## src/rtl/ccu_pkg.sv

```systemverilog
package ccu_pkg;

  typedef enum logic [2:0] {
    MC_FETCH,
    MC_OPLO,
    MC_OPHI,
    MC_PUSHH,
    MC_PUSHL,
    MC_POPL,
    MC_POPH
  } mcyc_e;

  // strobe window inside every machine cycle (1-based state numbers)
  localparam int STB_FIRST = 2;
  localparam int STB_LAST  = 3;

endpackage

```

## src/rtl/ccu_ctrl.sv

```systemverilog
module ccu_ctrl
  import ccu_pkg::*;
#(
  parameter int DATA_W = 8,
  parameter logic [DATA_W-1:0] OP_CALL = 'hEC,
  parameter logic [DATA_W-1:0] OP_RET  = 'hC9,
  parameter int FETCH_LONG  = 6,
  parameter int FETCH_SHORT = 4,
  parameter int MEM_LEN     = 3,
  localparam int TW = $clog2(FETCH_LONG + 1)
) (
  input  logic              clk,
  input  logic              rst,
  input  logic [DATA_W-1:0] rdata,
  input  logic              parity,
  output mcyc_e             mc,
  output logic              strobe_on,
  output logic              sample,
  output logic              cyc_end,
  output logic              sync
);

  logic [TW-1:0]     tcnt;
  logic [TW-1:0]     cyc_len;
  logic [DATA_W-1:0] ir;
  mcyc_e             mc_nxt;

  assign strobe_on = (tcnt >= TW'(STB_FIRST)) && (tcnt <= TW'(STB_LAST));
  assign sample    = (tcnt == TW'(STB_LAST));
  assign cyc_end   = (tcnt == cyc_len);
  assign sync      = (mc == MC_FETCH) && (tcnt == TW'(1));

  // the opcode is latched in state 3; the fetch length is only consulted from state 4 on
  always_comb begin
    if (mc == MC_FETCH)
      cyc_len = (ir == OP_CALL) ? TW'(FETCH_LONG) : TW'(FETCH_SHORT);
    else
      cyc_len = TW'(MEM_LEN);
  end

  always_comb begin
    case (mc)
      MC_FETCH: begin
        if (ir == OP_CALL)     mc_nxt = MC_OPLO;
        else if (ir == OP_RET) mc_nxt = MC_POPL;
        else                   mc_nxt = MC_FETCH;
      end
      MC_OPLO:  mc_nxt = MC_OPHI;
      MC_OPHI:  mc_nxt = parity ? MC_PUSHH : MC_FETCH;
      MC_PUSHH: mc_nxt = MC_PUSHL;
      MC_PUSHL: mc_nxt = MC_FETCH;
      MC_POPL:  mc_nxt = MC_POPH;
      MC_POPH:  mc_nxt = MC_FETCH;
      default:  mc_nxt = MC_FETCH;
    endcase
  end

  always_ff @(posedge clk) begin
    if (rst) begin
      mc   <= MC_FETCH;
      tcnt <= TW'(1);
      ir   <= '0;
    end else begin
      if ((mc == MC_FETCH) && sample)
        ir <= rdata;
      if (cyc_end) begin
        mc   <= mc_nxt;
        tcnt <= TW'(1);
      end else begin
        tcnt <= tcnt + TW'(1);
      end
    end
  end

endmodule

```

## src/rtl/ccu_regs.sv

```systemverilog
module ccu_regs
  import ccu_pkg::*;
#(
  parameter int DATA_W = 8,
  parameter logic [2*DATA_W-1:0] SP_INIT = '0,
  localparam int AW = 2 * DATA_W
) (
  input  logic              clk,
  input  logic              rst,
  input  mcyc_e             mc,
  input  logic              sample,
  input  logic              cyc_end,
  input  logic [DATA_W-1:0] rdata,
  input  logic              sp_load,
  input  logic [AW-1:0]     sp_value,
  output logic [AW-1:0]     pc,
  output logic [AW-1:0]     sp
);

  logic [AW-1:0] tgt;

  always_ff @(posedge clk) begin
    if (rst) begin
      pc  <= '0;
      sp  <= SP_INIT;
      tgt <= '0;
    end else begin
      case (mc)
        MC_FETCH: begin
          if (cyc_end) pc <= pc + AW'(1);
        end
        MC_OPLO: begin
          if (sample)  tgt[DATA_W-1:0] <= rdata;
          if (cyc_end) pc <= pc + AW'(1);
        end
        MC_OPHI: begin
          if (sample)  tgt[AW-1:DATA_W] <= rdata;
          if (cyc_end) pc <= pc + AW'(1);
        end
        MC_PUSHH: begin
          if (cyc_end) sp <= sp - AW'(1);
        end
        MC_PUSHL: begin
          if (cyc_end) begin
            sp <= sp - AW'(1);
            pc <= tgt;
          end
        end
        MC_POPL: begin
          if (sample)  tgt[DATA_W-1:0] <= rdata;
          if (cyc_end) sp <= sp + AW'(1);
        end
        MC_POPH: begin
          if (sample)  pc <= {rdata, tgt[DATA_W-1:0]};
          if (cyc_end) sp <= sp + AW'(1);
        end
        default: ;
      endcase
      if (sp_load)
        sp <= sp_value;
    end
  end

endmodule

```

## src/rtl/ccu_busdrv.sv

```systemverilog
module ccu_busdrv
  import ccu_pkg::*;
#(
  parameter int DATA_W = 8,
  localparam int AW = 2 * DATA_W
) (
  input  mcyc_e             mc,
  input  logic              strobe_on,
  input  logic [AW-1:0]     pc,
  input  logic [AW-1:0]     sp,
  output logic [AW-1:0]     addr,
  output logic              rd,
  output logic              wr,
  output logic [DATA_W-1:0] wdata
);

  logic is_push;
  logic is_pop;

  assign is_push = (mc == MC_PUSHH) || (mc == MC_PUSHL);
  assign is_pop  = (mc == MC_POPL)  || (mc == MC_POPH);

  always_comb begin
    if (is_push)     addr = sp - AW'(1);
    else if (is_pop) addr = sp;
    else             addr = pc;
  end

  assign rd    = strobe_on && !is_push;
  assign wr    = strobe_on && is_push;
  assign wdata = (mc == MC_PUSHH) ? pc[AW-1:DATA_W] :
                 (mc == MC_PUSHL) ? pc[DATA_W-1:0]  : '0;

endmodule

```

## src/rtl/cond_call_unit.sv

```systemverilog
module cond_call_unit
  import ccu_pkg::*;
#(
  parameter int DATA_W = 8,
  parameter logic [DATA_W-1:0] OP_CALL = 'hEC,
  parameter logic [DATA_W-1:0] OP_RET  = 'hC9,
  parameter int FETCH_LONG  = 6,
  parameter int FETCH_SHORT = 4,
  parameter int MEM_LEN     = 3,
  parameter logic [2*DATA_W-1:0] SP_INIT = '0
) (
  input  logic                clk,
  input  logic                rst,
  input  logic                sp_load,
  input  logic [2*DATA_W-1:0] sp_value,
  input  logic                parity_flag,
  input  logic [DATA_W-1:0]   bus_rdata,
  output logic [2*DATA_W-1:0] bus_addr,
  output logic                bus_rd,
  output logic                bus_wr,
  output logic [DATA_W-1:0]   bus_wdata,
  output logic                op_sync,
  output logic [2*DATA_W-1:0] pc_q,
  output logic [2*DATA_W-1:0] sp_q
);

  mcyc_e mc;
  logic  strobe_on;
  logic  sample;
  logic  cyc_end;

  ccu_ctrl #(
    .DATA_W(DATA_W), .OP_CALL(OP_CALL), .OP_RET(OP_RET),
    .FETCH_LONG(FETCH_LONG), .FETCH_SHORT(FETCH_SHORT), .MEM_LEN(MEM_LEN)
  ) u_ctrl (
    .clk(clk), .rst(rst), .rdata(bus_rdata), .parity(parity_flag),
    .mc(mc), .strobe_on(strobe_on), .sample(sample), .cyc_end(cyc_end),
    .sync(op_sync)
  );

  ccu_regs #(.DATA_W(DATA_W), .SP_INIT(SP_INIT)) u_regs (
    .clk(clk), .rst(rst), .mc(mc), .sample(sample), .cyc_end(cyc_end),
    .rdata(bus_rdata), .sp_load(sp_load), .sp_value(sp_value),
    .pc(pc_q), .sp(sp_q)
  );

  ccu_busdrv #(.DATA_W(DATA_W)) u_bus (
    .mc(mc), .strobe_on(strobe_on), .pc(pc_q), .sp(sp_q),
    .addr(bus_addr), .rd(bus_rd), .wr(bus_wr), .wdata(bus_wdata)
  );

endmodule

```

## config.mk

```make
export PLATFORM = sky130hd
export DESIGN_NAME = cond_call_unit
export DESIGN_NICKNAME = d
export VERILOG_FILES = /design/src/rtl/ccu_pkg.sv /design/src/rtl/ccu_ctrl.sv /design/src/rtl/ccu_regs.sv /design/src/rtl/ccu_busdrv.sv /design/src/rtl/cond_call_unit.sv
export SDC_FILE = /design/constraint.sdc
export NUM_CORES = 1
export LEC_CHECK = 0
export BUFFER_PORTS_ARGS = -buffer_cell sky130_fd_sc_hd__buf_2
export CORE_UTILIZATION = 45
export DETAILED_ROUTE_END_ITERATION = 10
export PLACE_DENSITY = 0.69
export SLEW_MARGIN = 10
export SYNTH_ARGS = -nofsm -noshare
export SYNTH_HDL_FRONTEND = slang
export SYNTH_SLANG_ARGS = --single-unit
```

## constraint.sdc

```tcl
create_clock -name clk -period 2.3 [get_ports clk]
set_input_delay 0.23 -clock clk [delete_from_list [all_inputs] [get_ports clk]]
set_output_delay 0.23 -clock clk [all_outputs]
set_load 0.05 [all_outputs]
```

# Word-level counts from Yosys, hierarchy flattened
# Cells that the tools add are included.
# totals
regBits,62
elab_cells,67
output_inout_bits,59
input_bits,28
# op_classes
n_eq_ne,16
addsub,4
n_reduce_logical,20
n_mux,18
magnitude_cmp,2
# ops
cell,count
$mux 16,8
$pmux 16 s3,1
$add 16x1->16 const B,2
$pmux 16 s2,1
$eq 8x8->1 const B,2
$mux 8,2
$sub 16x1->16 const B,1
$pmux 3 s5,1
$eq 3x2->1 const B,3
$eq 3x3->1 const B,3
$mux 3,3
$reduce_or 2->1,4
$eq 3x1->1 const B,2
$ne 3x1->1 const B,2
$reduce_bool 3->1,2
$logic_and 1x1->1,5
$mux 2,2
$ne 2x2->1 const B,2
$reduce_and 2->1,2
$reduce_and 4->1,1
$add 3x1->3 const B,1
$eq 3x3->1,1
$ge 3x2->1 const B,1
$le 3x2->1 const B,1
6 further kinds,7

# Depth between registers and ports, before layout
# Gate-level depths: netlist (run 1).
# depth
ltp_word,7
ltp_mapped,8
ltp_nobuf,7

# Cells and area by module
# Synthesis (run 1) repeated with hierarchy kept, for this count alone.
# hier_totals
hier_cells,727
hier_area_um2,5193.7
# by_module_without_submodules
mod,instances,cells_each,seq_area_each_um2,area_each_um2
ccu_regs,1,401,960.9,3042.9
ccu_busdrv,1,235,0.0,1397.6
ccu_ctrl,1,91,280.3,753.2

# Worst setup path after synthesis (run 1)
# OpenSTA, ideal clock, no wires.
# synth_path
path_type,register -> output
start,register u_regs.sp[10]
end,output port bus_addr[15]
path_slack_ns,-1.041
required_ns,2.070
stages_incl_launch_ff,7
arrival_ns,3.111
n_path_buf,1
path_cell_list,dfxtp_1 buf_6 or3_4 or3_4 nor3_1 o311ai_0 a311oi_1
# synth_via
elab_chain_len,2
# synth_lines
item,line,source
from (decl),ccu_regs.sv:17,output logic [AW-1:0] sp
from (signal assigned),ccu_regs.sv:41,if (cyc_end) sp <= sp - AW'(1);
from (signal assigned),ccu_regs.sv:45,sp <= sp - AW'(1);
from (signal assigned),ccu_regs.sv:51,if (cyc_end) sp <= sp + AW'(1);
$sub 16x1->16,ccu_busdrv.sv:24,if (is_push) addr = sp - AW'(1);
$mux 16,ccu_busdrv.sv:24,
to (decl),cond_call_unit.sv:18,"output logic [2*DATA_W-1:0] bus_addr,"
# No other way between the ends.

# Worst setup path in the final report (run 1)
# layout_path
start,register u_regs.sp[0]
end,output port bus_addr[5]
# The elaborated chain is that of the path after synthesis.

==> flow_metrics.tcl, run 1 <==
set metrics [dict create \
    status "finished, violations left" \
    violations "negative setup slack" \
    clkTransAtPathRegs_ns 0.08 \
    worstPathArrival_ns 2.31 \
    antenna_left 0 \
    p_per_area_nw_per_um2 458 \
    die_area_um2 10800 \
    critPathLaunchType "register" \
    vias 5657 \
    yosysSeqAreaShare_pct 26.6 \
    synth_area_um2 4660 \
    p_seq_share_pct 38.6 \
    final_common_cell "buf_4" \
    cts_max_path_buffers 2 \
    drcViolationCount 0 \
    cp-end-kind "output pin" \
    cts_hold_buf 0 \
    grt_pass1_wl_um 26800 \
    die_width_um 104 \
    drtIter0Drc 489 \
    fp.dieH_um 104 \
    switching_share_pct 34.7 \
    grt_pass1_vias 5115 \
    layout.area.seq_um2 1270 \
    period_needed_ns 2.54 \
    instances_no_fill 903 \
    dp_hpwl_um 12100 \
    wl_um 16700 \
    crit_chain "buf_6 -> or4_4 -> buf_4 -> nor2_4 -> a221oi_2 -> a311oi_4 -> buf_6" \
    yosysUniqueCellTypes 70 \
    syn-num-nets 675 \
    core_um2 9910 \
    synthArstFlopShare_pct 0 \
    setup_viol 11 \
    drt_pass1_iterations 5 \
    internal_power_uw 1960 \
    grt_max_degree 62 \
    drt-wirelength-per-cell_um 18.5 \
    critical_path.max_stage_delay_ns 0.61 \
    cts_sinks 62 \
    skew_ns 0.0103 \
    fin_crit_sh_pct 111 \
    fillers 852 \
    portBuffers 86 \
    post-route-util_pct 66.2 \
    fmax_mhz 393 \
    antenna_cells 0 \
    ys_warn_count 0 \
    area_growth_pct 40.8 \
    worst_ep_required_time_ns 2.07 \
    yosys_most_used_dff "dfxtp_1" \
    via_per_inst 6.26 \
    rsz0062_at_grt "true" \
    place_area_um2 5800 \
    worstMarginPinSlew_ns 0.605 \
    crit_fanout 5 \
    clk_latency_ns 0.36 \
    max_cap_viol_count 0 \
    worstSetupPathType "reg -> out" \
    synth-seq-cells 62 \
    dp_slack_ns -0.0552 \
    finalHoldViolCount 0 \
    ir_worst_vdd_uv 263 \
    power.share.clock_pct 36.5 \
    track_usage_pct 30.7 \
    antenna_found_initial 0 \
    maxSlewHeadroom_pct 59.6 \
    multiInputGateArea_um2 3590 \
    cts_max_level 3 \
    setup_slack_ns -0.244 \
    crit_family "simple AND/OR/NAND/NOR gates" \
    p_leak_uw 0.00242 \
    cts_tree "built" \
    final_cell_mix "buf_4, buf_2, nand2_1" \
    critPathMostFrequentCell "buf_6" \
    syn_avg_cell_area_um2 7.28 \
    comb_power_share_pct 24.9 \
    boundaryPins 87 \
    overflow 0 \
    power_switching_uw 1040 \
    nNetsFinal 800 \
    drive_above_1_share_pct 35.6 \
    syn-instance-count 640 \
    drv_slew 0 \
    min_path_type "in -> reg" \
    num_rows 36 \
    dp.cells 871 \
    fin_area_um2 6560 \
    synth_edf_count 0 \
    routabilityCongestion 0.897 \
    cts_buffers 9 \
    critPathBufInv 3 \
    clock-root-buffer "clkbuf_8" \
    slowest_stage "or4_4" \
    initial_utilization_pct 47.0 \
]
cell families (layout without fill, tap and decap cells):
group	Yosys count	after routing	share of synthesized area [%]
and+or+nand+nor	253	253	26.7
buffers and inverters	76	206	7.17
muxes	20	20	4.30
adders and majority gates	7	7	1.88
DFF	62	62	26.6
xor gates and xnor gates	9	9	1.85
AOI/OAI and AO/OA	213	213	31.5
area by class of cell:
class                           instances  area share [%]
Inverter                               17            1.05
Sequential cell                        62            19.4
Clock inverter                          5           0.953
Timing Repair Buffer                  173            19.0
Tap cell                              133            2.54
Multi-Input combinational cell        502            54.8
Clock buffer                           11            2.33
flip-flops by register name (all words and copies together), names as in the netlist:
| name | flops |
|---|---|
| u_ctrl.tcnt | 3 |
| u_regs.tgt | 16 |
| u_ctrl.ir | 8 |
| u_ctrl.mc | 3 |
| u_regs.pc | 16 |
| u_regs.sp | 16 |
worst reg2reg max path, delay by kind of cell, from the launching register on:
family	cells	cell delay, ns
buf+inv	3	0.40
compound gates	2	0.31
simple gates	3	1.07
flops	1	0.38
path summary, 6_finish.rpt:
path / startpoint / endpoint / slack [ns] / cells past startpoint
max reg2reg: u_regs.sp[0]$_SDFFE_PP0P_ / u_regs.sp[7]$_SDFFE_PP0P_ / 0.05 / 8
min reg2reg: u_ctrl.ir[4]$_SDFFE_PP0P_ / u_ctrl.ir[4]$_SDFFE_PP0P_ / 0.46 / 2
max: u_regs.sp[0]$_SDFFE_PP0P_ / bus_addr[5] / -0.24 / 7
min: sp_value[15] / u_regs.sp[15]$_SDFFE_PP0P_ / 0.11 / 3
power by group through the flow:
| stage | logic (uW) | clock network, uW | registers (uW) |
|---|---|---|---|
| 5_1_grt | 799 | 1150 | 1170 |
| 4_1_cts | 689 | 1090 | 1160 |
| 6_report | 749 | 1100 | 1160 |
| 3_5_place_dp | 644 | 0 | 1180 |
| 3_3_place_gp | 635 | 0 | 1180 |
| 2_1_floorplan | 340 | 0 | 1260 |
routing by layer:
layer,routed length [um],vias to the layer above,track usage (%)
li1,-,2650,-
met1,7330,2711,43.0
met2,7730,264,47.5
met3,1230,32,4.78
met4,390,0,11.6
met5,0,-,0
repair_timing:
item | CTS | global route
buffers inserted | 8 | 8
setup endpoints to repair | 25 | 20
gates resized for setup | 66 | 44
pin swaps | 19 | 19
stage by stage:
step	setup TNS, ns	power [uW]	hold WS [ns]
finish	-1.67	3010	0.106
global route	-2.49	3120	0.116
CTS	-1.78	2940	0.105
detailed placement	-0.0552	1820	0.448
global placement	-0.0381	1810	0.445
floorplan	-0.739	1600	0.364
cells in the mapped netlist (3+ instances only):
| library cell | instances | area [um2] |
|---|---|---|
| nor2b_1 | 3 | 18.8 |
| a21oi_1 | 57 | 285 |
| dfxtp_1 | 62 | 1240 |
| or3_1 | 6 | 37.5 |
| xnor2_1 | 3 | 26.3 |
| buf_6 | 4 | 45.0 |
| nor3b_1 | 4 | 30.0 |
| o22a_1 | 10 | 87.6 |
| o22ai_1 | 12 | 75.1 |
| and3_1 | 4 | 25.0 |
| o211ai_1 | 5 | 37.5 |
| inv_1 | 16 | 60.1 |
| buf_2 | 11 | 55.1 |
| o31ai_1 | 4 | 30.0 |
| a31oi_1 | 9 | 56.3 |
| o21ai_0 | 26 | 130 |
| nand3b_1 | 4 | 30.0 |
| a311oi_1 | 14 | 123 |
| a221oi_1 | 5 | 43.8 |
| mux2i_1 | 20 | 200 |
| a22oi_1 | 9 | 67.6 |
| a21o_1 | 4 | 30.0 |
| or4_1 | 3 | 22.5 |
| nor3_1 | 24 | 120 |
| nor2_1 | 66 | 248 |
| xor2_1 | 5 | 43.8 |
| ha_1 | 7 | 87.6 |
| nand4_1 | 6 | 37.5 |
| nand2b_1 | 17 | 106 |
| nand2_1 | 64 | 240 |
| a22o_1 | 7 | 61.3 |
| a2111oi_0 | 3 | 26.3 |
| nor4_1 | 19 | 119 |
| o32ai_1 | 14 | 123 |
| clkbuf_1 | 40 | 150 |
| and2_1 | 4 | 25.0 |
| a211oi_1 | 7 | 52.6 |
| or2_2 | 4 | 25.0 |
| nand3_1 | 17 | 85.1 |
(Power assumes the default switching activity.)
==> run 2: changes to the inputs <==
Settings changed: CORE_MARGIN set to 5, RECOVER_POWER set to 50.
==> flow_metrics.tcl, run 2 (synthesis results as in run 1) <==
set metrics [dict create \
    cts_buffers 9 \
    dp.cells 874 \
    via_per_inst 6.18 \
    antenna_left 0 \
    area_growth_pct 37.6 \
    portBuffers 86 \
    maxSlewHeadroom_pct 42.1 \
    drt_pass1_iterations 5 \
    max_cap_viol_count 0 \
    grt_use_met1_pct 33.9 \
    setup_viol 11 \
    top_usage_layer "met2" \
    clk_latency_ns 0.36 \
    r2r-start "u_ctrl.tcnt[1]$_SDFF_PP0_" \
    min_path_type "in -> reg" \
    period_needed_ns 2.59 \
    crit_family "simple AND/OR/NAND/NOR gates" \
    cts_max_path_buffers 2 \
    grt_pass1_vias 5417 \
    core_um2 10200 \
    reg_top3 "u_regs.pc: 16 flops, u_regs.sp: 16 flops, u_regs.tgt: 16 flops" \
    rsz0062_at_grt "true" \
    worst_hold_path.num_cells 3 \
    grt_pass1_wl_um 27500 \
    antenna_cells 0 \
    cp-end-kind "output pin" \
    worstPathArrival_ns 2.36 \
    vias 5568 \
    die_area_um2 12500 \
    p_per_area_nw_per_um2 446 \
    crit_fanout 5 \
    final_common_cell "buf_4" \
    violations "negative setup slack" \
    fillers 888 \
    dp_hpwl_um 12700 \
    cts_tree "built" \
    use_met2_pct 45.8 \
    clkTransAtPathRegs_ns 0.08 \
    p_leak_uw 0.00223 \
    drive_above_1_share_pct 30.6 \
    cts_max_level 3 \
    hp-start "sp_value[14]" \
    clock-root-buffer "clkbuf_8" \
    final_cell_mix "buf_4, nand2_1, nor2_1" \
    finalHoldViolCount 0 \
    r2r_slack_ns 0.06 \
    critPathMostFrequentCell "buf_6" \
    setup_slack_ns -0.289 \
    nNetsFinal 795 \
    min_to "u_regs.sp[14]$_SDFFE_PP0P_" \
    fin_crit_sh_pct 113 \
    critical_path.max_stage_delay_ns 0.59 \
    reg2reg_depth 7 \
    crit_chain "buf_6 -> or4_4 -> nor4_4 -> a221oi_2 -> a311oi_4 -> buf_6" \
    slowest_stage "or4_4" \
    fin_area_um2 6410 \
    track_usage_pct 27.1 \
    grt_max_degree 52 \
    drcViolationCount 0 \
    worstSetupPathType "reg -> out" \
    overflow 0 \
    die_width_um 112 \
    routabilityCongestion 0.927 \
    skew_ns 0.0112 \
    antenna_found_initial 0 \
    fp.dieH_um 112 \
    cts_hold_buf 0 \
    worstMarginPinSlew_ns 0.869 \
    instances_no_fill 901 \
    critPathLaunchType "register" \
    totalPowerFinal_uw 2860 \
    cts_sinks 62 \
    drv_slew 0 \
    grt_util_met3_pct 4.08 \
    fmax_mhz 386 \
    r2r_end "u_regs.sp[2]$_SDFFE_PP0P_" \
    wl_um 17500 \
    post-route-util_pct 62.7 \
    dp_slack_ns -0.0453 \
    status "finished, violations left" \
    critPathBufInv 2 \
    initial_utilization_pct 45.5 \
    place_area_um2 5790 \
    layout.area.seq_um2 1270 \
    ir_worst_vdd_uv 319 \
    drtIter0Drc 451 \
    multiInputGateArea_um2 3560 \
    worst_ep_required_time_ns 2.07 \
    boundaryPins 87 \
    drt-wirelength-per-cell_um 19.4 \
    num_rows 37 \
]
[run 2: layout make-up]
class | instances | area share (%)
multi-input combinational | 502 | 55.6
clock inverter | 5 | 0.605
clock buffer | 11 | 2.38
tap | 136 | 2.65
sequential | 62 | 19.8
timing repair buffer | 168 | 18.0
inverter | 17 | 1.03
[run 2: worst max-delay path by stage]
stage,start,endpoint,depth (start not counted)
after floorplan,u_regs.sp[10]$_SDFFE_PP0P_,bus_addr[15],6
after global placement,u_regs.sp[0]$_SDFFE_PP0P_,bus_addr[13],6
after detailed placement,u_regs.sp[0]$_SDFFE_PP0P_,bus_addr[13],6
after CTS,u_regs.sp[9]$_SDFFE_PP0P_,bus_addr[13],5
after global routing,u_regs.sp[1]$_SDFFE_PP0P_,bus_addr[11],6
final,u_regs.sp[1]$_SDFFE_PP0P_,bus_addr[11],6
[run 2: per-stage QoR]
step	setup TNS, ns	hold WS [ns]
2_1_floorplan	-0.739	0.364
3_3_place_gp	-0.0286	0.442
3_5_place_dp	-0.0613	0.456
4_1_cts	-1.48	0.105
5_1_grt	-3.16	0.130
6_report	-1.56	0.115
[run 2: tightest hold or removal path, stage by stage]
cell and delay (ns):
buf_2 0.08, a22oi_1 0.07, nand2_1 0.06
[run 2: where the power goes]
group | leakage, uW | internal (uW) | total [uW] | switching, uW
clock | 0.0000955 | 465 | 964 | 499
combinational | 0.00163 | 261 | 732 | 471
sequential | 0.000510 | 1110 | 1170 | 52.5
total | 0.00223 | 1840 | 2860 | 1020
[run 2: per-layer routing]
metal / part of all wire, % / up-vias / wire length (um)
met5: 0 / - / 0
met4: 3.2 / 0 / 567
met3: 7.0 / 45 / 1220
met2: 49 / 258 / 8520
met1: 41 / 2624 / 7140
li1: - / 2641 / -
[run 2: what timing repair did]
| item | CTS | global route |
|---|---|---|
| pin swaps | 17 | 15 |
| setup buffers | 8 | 5 |
| gates resized for setup | 80 | 28 |
| hold endpoints to repair | 0 | 0 |
| setup endpoints to repair | 16 | 16 |
| gates cloned | 0 | 0 |
==> run 3: changes to the inputs <==
Settings changed: SLEW_MARGIN 10 to 20.
Clock period 2.3 ns to 2.95 ns, I/O delays scaled along.
==> flow_metrics.tcl, run 3 (synthesis results as in run 1) <==
set metrics [dict create \
    p_leak_uw 0.00195 \
    wl_um 16400 \
    period_needed_ns 2.84 \
    drt-wirelength-per-cell_um 19.4 \
    layout.area.seq_um2 1240 \
    fillers 1038 \
    worstMarginPinSlew_ns 1.01 \
    status "finished, final reports clean" \
    cts_sinks 62 \
    cts_max_path_buffers 2 \
    vias 5336 \
    fmax_mhz 353 \
    hp-start "sp_value[14]" \
    post-cts-setup-buffers 0 \
    fin_crit_sh_pct 96.2 \
    clkTransAtPathRegs_ns 0.08 \
    clock-root-buffer "clkbuf_8" \
    nNetsFinal 739 \
    drv_slew 0 \
    drcViolationCount 0 \
    final_common_cell "buf_2" \
    cp-end-kind "output pin" \
    die_width_um 112 \
    p_per_area_nw_per_um2 379 \
    rsz0062_at_grt "true" \
    via_per_inst 6.31 \
    dp_hpwl_um 11900 \
    critPathLaunchType "register" \
    initial_utilization_pct 45.5 \
    ir_worst_vdd_uv 321 \
    grt_pass1_vias 4959 \
    totalPowerFinal_uw 2060 \
    r2r_slack_ns 0.48 \
    r2r_end "u_regs.pc[15]$_SDFFE_PP0P_" \
    max_cap_viol_count 0 \
    cts_tree "built" \
    die_area_um2 12500 \
    antenna_found_initial 0 \
    grt_max_degree 59 \
    portBuffers 86 \
    reg_top3 "u_regs.pc: 16 flops, u_regs.sp: 16 flops, u_regs.tgt: 16 flops" \
    area_growth_pct 17.0 \
    crit_fanout 8 \
    min_path_type "in -> reg" \
    multiInputGateArea_um2 3180 \
    cts_max_level 3 \
    drt_pass1_iterations 5 \
    boundaryPins 87 \
    endpoint "bus_addr[15]" \
    drive_above_1_share_pct 20.3 \
    startpoint "u_regs.sp[11]$_SDFFE_PP0P_" \
    antenna_cells 0 \
    antenna_left 0 \
    r2r-start "u_ctrl.mc[0]$_SDFFE_PP0N_" \
    overflow 0 \
    worst_ep_required_time_ns 2.65 \
    track_usage_pct 25.5 \
    clk_latency_ns 0.36 \
    fp.dieH_um 112 \
    maxSlewHeadroom_pct 32.9 \
    routabilityCongestion 0.936 \
    num_rows 37 \
    skew_ns 0.0140 \
    final_cell_mix "buf_2, nor2_1, nand2_1" \
    finalHoldViolCount 0 \
    drtIter0Drc 680 \
    worstSetupPathType "reg -> out" \
    core_um2 10200 \
    worstPathArrival_ns 2.54 \
    grt_pass1_wl_um 26100 \
    hold_slack_ns 0.164 \
    cts_hold_buf 0 \
    cts_buffers 9 \
    reg2reg_depth 6 \
    setup_viol 0 \
]
[run 3: worst max-delay path, stage by stage (launching register included)]
cell and delay, ns:
dfxtp_1 0.42, or3_4 0.42, or3_4 0.38, o311ai_1 0.30, a21oi_1 0.13, a311oi_2 0.28, buf_4 0.25
[run 3: worst min-delay path by stage]
stage	to	depth (start not counted)
2_1_floorplan	u_ctrl.ir[4]$_SDFFE_PP0P_	2
3_3_place_gp	u_ctrl.ir[4]$_SDFFE_PP0P_	2
3_5_place_dp	u_regs.tgt[0]$_SDFFE_PP0P_	2
4_1_cts	u_regs.sp[14]$_SDFFE_PP0P_	3
5_1_grt	u_regs.sp[14]$_SDFFE_PP0P_	3
6_report	u_regs.sp[14]$_SDFFE_PP0P_	3
[run 3: repair_timing]
| action | 4_1_cts | 5_1_grt |
|---|---|---|
| pin swaps | 0 | 0 |
| endpoints found under the setup margin | 4 | 8 |
| gates resized for setup | 2 | 13 |
[run 3: layer usage]
metal	share of wire [%]	global-route usage (%)	up-vias
met4	2.6	10.5	0
met3	7.6	4.57	31
met2	47	41.8	259
met5	0	0	-
li1	-	-	2539
met1	43	33.0	2507
[run 3: where the power goes]
group	total, uW	internal, uW	switching [uW]
registers	928	869	58.6
logic	416	125	290
clock network	721	332	389
[run 3: layout make-up]
class / instances / area share, %
inverters: 17 / 1.17
repair buffers: 112 / 11.2
multi-input cells: 502 / 58.3
clock buffers: 10 / 2.53
flip-flops and latches: 62 / 22.8
clock inverters: 6 / 0.826
well taps: 136 / 3.12
[run 3: per-stage QoR]
stage	util, %	TNS, ns	setup slack (ns)	cell area [um2]	instances
after floorplan	-	0	0.0306	4710	640
after global placement	51.2	0	0.361	5240	829
after detailed placement	51.2	0	0.261	5240	829
after CTS	53.1	0	0.0407	5430	845
after global routing	53.3	-0.0109	-0.0109	5450	845
final	53.3	0	0.114	5450	845
